**src/rtl/wdog_stop_guard.sv**
```systemverilog
`timescale 1ns/1ps
module wdog_stop_guard #(
  parameter int SHORT_LOG2 = 13,
  parameter int LONG_LOG2  = 18
) (
  input  logic       clk,
  input  logic       rst_n,
  input  logic       cfg_we,
  input  logic [2:0] cfg_wdata,
  input  logic       kick,
  input  logic       stop_req,
  output logic [2:0] cfg_rdata,
  output logic       wdog_rst,
  output logic       illop_rst
);
  localparam int CW = LONG_LOG2;
  localparam logic [CW-1:0] LONG_TOP  = '1;
  localparam logic [CW-1:0] SHORT_TOP = CW'((64'd1 << SHORT_LOG2) - 64'd1);

  logic          wd_en, long_sel, stop_ok, locked;
  logic [CW-1:0] cnt;
  logic [CW-1:0] top;
  logic          expire;

  assign top       = long_sel ? LONG_TOP : SHORT_TOP;
  assign expire    = wd_en && !kick && (cnt >= top);
  assign cfg_rdata = {wd_en, long_sel, stop_ok};

  always_ff @(posedge clk or negedge rst_n) begin
    if (!rst_n) begin
      wd_en    <= 1'b1;
      long_sel <= 1'b1;
      stop_ok  <= 1'b0;
      locked   <= 1'b0;
    end else if (cfg_we && !locked) begin
      {wd_en, long_sel, stop_ok} <= cfg_wdata;
      locked <= 1'b1;
    end
  end

  always_ff @(posedge clk or negedge rst_n) begin
    if (!rst_n) begin
      cnt      <= '0;
      wdog_rst <= 1'b0;
    end else begin
      cnt      <= (!wd_en || kick || expire) ? '0 : cnt + 1'b1;
      wdog_rst <= expire;
    end
  end

  always_ff @(posedge clk or negedge rst_n) begin
    if (!rst_n) illop_rst <= 1'b0;
    else        illop_rst <= stop_req && !stop_ok;
  end
endmodule


```
**config.mk**
```make
export PLATFORM = sky130hd
export DESIGN_NAME = wdog_stop_guard
export DESIGN_NICKNAME = d
export VERILOG_FILES = /design/src/rtl/wdog_stop_guard.sv
export SDC_FILE = /design/constraint.sdc
export NUM_CORES = 1
export LEC_CHECK = 0
export BUFFER_PORTS_ARGS = -buffer_cell sky130_fd_sc_hd__buf_4
export CAP_MARGIN = 20
export CORE_ASPECT_RATIO = 1.2
export CORE_MARGIN = 2
export CORE_UTILIZATION = 60
export DETAILED_ROUTE_END_ITERATION = 12
export GPL_TIMING_DRIVEN = 1
export PLACE_DENSITY = 0.89
export SYNTH_ARGS = -nofsm -noshare
export SYNTH_HDL_FRONTEND = slang
export SYNTH_SLANG_ARGS = --single-unit
```
**constraint.sdc**
```tcl
create_clock -name clk -period 3.7 [get_ports clk]
set_input_delay 0.555 -clock clk [delete_from_list [all_inputs] [get_ports clk]]
set_output_delay 0.555 -clock clk [all_outputs]
set_load 0.03 [all_outputs]
```
==> reports/metrics.csv <==
stage,metric,value,unit
timing,fmax,0.462,GHz
timing,unrepaired setup endpoints after global routing,no,
routing,initial DRC count,36,
synthesis,"Seq/Total Area, Yosys",47.7,%
worst_setup_path,worst r2r src,long_sel,
synthesis,syn nets,135,
global_route,initial antenna violation count,0,
worst_setup_path,Critical Path Fanout Max,18,
timing,Final setup viols,0,
clock_tree,clock latency on the worst-skew pair,0.32,ns
timing,setup TNS,0,ns
global_route,first-pass GRT wire length,3670,um
worst_setup_path,Critical Path RT,3.88,ns
power,Pwr Density,328,nW/um^2
worst_setup_path,Setup crit start kind,flip-flop,
synthesis,Synth Register Bits,24,
global_route,gr usage total,20.8,%
timing,Worst-Margin Slew,0.668,ns
worst_setup_path,crit path DAT,2.34,ns
clock_tree,post-CTS setup buffer count,0,
synthesis,library cells used by synthesis,33,
floorplan,Chip Width,45.9,um
worst_setup_path,r2r endpoint,cnt[6],
synthesis,Post-Syn Instances,121,
floorplan,num rows,18,
clock_tree,Clock transition at path regs,0.12,ns
placement,Post-DP HPWL,1750,um
worst_setup_path,critical path capture point type,flip-flop,
timing,Final Max Slew Viols,0,
floorplan,Die Y,54.3,um
timing,min Tclk post-route,2.16,ns
timing,final worst path period share,58.4,%
clock_tree,CTS tree,done,
layout,most frequent cells in the layout,"dfrtp_1 (22), nor2_1 (19), buf_4 (12), xnor2_1 (7), xor2_1 (7)",
power,Max VDD drop,0.000236,V
layout,Antenna Cells,0,
power,Lkg Pwr,0.566,nW
routing,DR vias,959,
clock_tree,Root Buffer,clkbuf_4,
floorplan,die area,2490,um^2
worst_hold_path,min-delay worst type,primary input to async pin,
synthesis,Syn Area/Cell,10.5,um^2
layout,"commonest non-fill, non-tap cell in the layout",dfrtp_1,
placement,GP Congestion,0.823,
worst_setup_path,FF-to-FF setup slack,1.54,ns
worst_setup_path,FF-to-FF path depth,6,
floorplan,starting density of the core,62.4,%
clock_tree,clock sink count,24,
routing,drt wl/cell,15.0,um
floorplan,total core area,2030,um^2
global_route,grt total ovfl,0,
routing,drt pass-1 iters,5,
synthesis,YS warnings,0,
clock_tree,# H-tree levels,1,
clock_tree,PostCTS Resize Cnt,0,
worst_setup_path,Setup Crit Path Kind,flip-flop to flip-flop,
global_route,number of global-route vias before repair,926,
routing,post-detailed-routing wire length,2280,um
synthesis,Syn Std Cell Area,1260,um^2
layout,Final #Nets,147,
floorplan,# IOs,13,
routing,DRC errors left,0,
layout,Layout area overhead,7.32,%
layout,layout cell share with drive strength beyond 1,18.2,%
timing,skew final,0.00622,ns
clock_tree,hold_buf cts,0,
status,status,finished clean,
timing,final hold violations,0,
worst_setup_path,CP Launch Point,long_sel,
routing,Via density,6.31,
placement,Port Buffers,12,
timing,Slew HR,55.4,%
job,max-cap violations,0,
layout,"Core Util, Final",67.0,%
clock_tree,CTS Buf Count,3,
global_route,largest net degree at the start of global routing,25,
clock_tree,clock tree buffer depth,2,
routing,Routed Antenna Nets,0,
## registers in the layout, summed over array words and instances, names as in the netlist
register and cells:
wdog_rst 1, locked 1, wd_en 1, stop_ok 1, long_sel 1, cnt 18
illop_rst 1
## how the worst max path moves through the flow
| stage | cells after the start | endpoint |
|---|---|---|
| finish | 6 | cnt[6] |
| global route | 6 | cnt[13] |
| CTS | 6 | cnt[6] |
| detailed placement | 6 | cnt[6] |
| global placement | 6 | cnt[17] |
| floorplan | 8 | cnt[13] |
## synthesized netlist by cell type, drive strengths merged
cell / instances / area, um^2
nor3: 3 / 20.0
nand4: 7 / 50.1
dfrtp: 22 / 551
o221ai: 1 / 8.76
inv: 6 / 22.5
mux2: 2 / 22.5
xnor2: 7 / 61.3
nand2: 5 / 18.8
a311o: 1 / 10.0
a31oi: 1 / 6.26
or2: 1 / 6.26
nor4: 3 / 18.8
and4: 4 / 36.3
o41ai: 1 / 8.76
nor2b: 2 / 12.5
dfstp: 2 / 52.6
a21oi: 3 / 15.0
or3b: 1 / 8.76
nor2: 19 / 71.3
o21ai: 2 / 10.0
xor2: 7 / 61.3
ha: 6 / 75.1
or3: 1 / 6.26
buf: 5 / 48.8
nand3: 7 / 47.6
a41oi: 1 / 8.76
nand2b: 1 / 6.26
## final cells by class
type	count	area, um^2
clock buffer	4	26.3
fill	171	669
inverter	6	22.5
multi-input combinational	86	591
sequential	24	603
tap	20	25.0
timing repair buffer	12	90.1
## cell families (layout without fill, tap and decap cells)
logic type | count (synthesis) | count (layout) | share of synthesized area (%)
compound gates | 10 | 10 | 5.34
buf+inv | 11 | 22 | 5.64
fa+ha+maj | 6 | 6 | 5.93
flops | 24 | 24 | 47.7
mux | 2 | 2 | 1.78
xor+xnor | 14 | 14 | 9.69
simple gates | 54 | 54 | 23.9
## report_power, final
| group | internal, W | switching, W | total, W |
|---|---|---|---|
| registers | 0.000270 | 0.00000418 | 0.000275 |
| clock network | 0.0000422 | 0.0000754 | 0.000118 |
| logic | 0.0000197 | 0.0000336 | 0.0000534 |
| total | 0.000332 | 0.000113 | 0.000446 |
## stage by stage
step	worst slack [ns]	area, um^2	hold WS (ns)	std cells	total power [W]
2_1_floorplan	1.77	1260	0.259	121	0.000320
3_3_place_gp	1.64	1330	0.437	148	0.000330
3_5_place_dp	1.53	1330	0.463	148	0.000334
4_1_cts	1.52	1360	0.106	152	0.000450
5_1_grt	1.33	1360	0.112	152	0.000465
6_report	1.54	1360	0.108	152	0.000446
## critical path, stage by stage (launching register included)
cell and delay (ns):
dfstp_2 0.54, inv_1 0.10, ha_1 0.34, a41oi_1 0.11
o221ai_1 0.22, a311o_1 0.59, nor2_1 0.13
## per-layer routing
| layer | routed length, um | GRT usage (%) | up-vias |
|---|---|---|---|
| li1 | - | - | 448 |
| met1 | 906 | 22.7 | 472 |
| met2 | 1240 | 37.7 | 28 |
| met3 | 84 | 3.30 | 11 |
| met4 | 49 | 11.0 | 0 |
| met5 | 0 | 0 | - |
No activity file was read; power rests on OpenSTA's default activity.
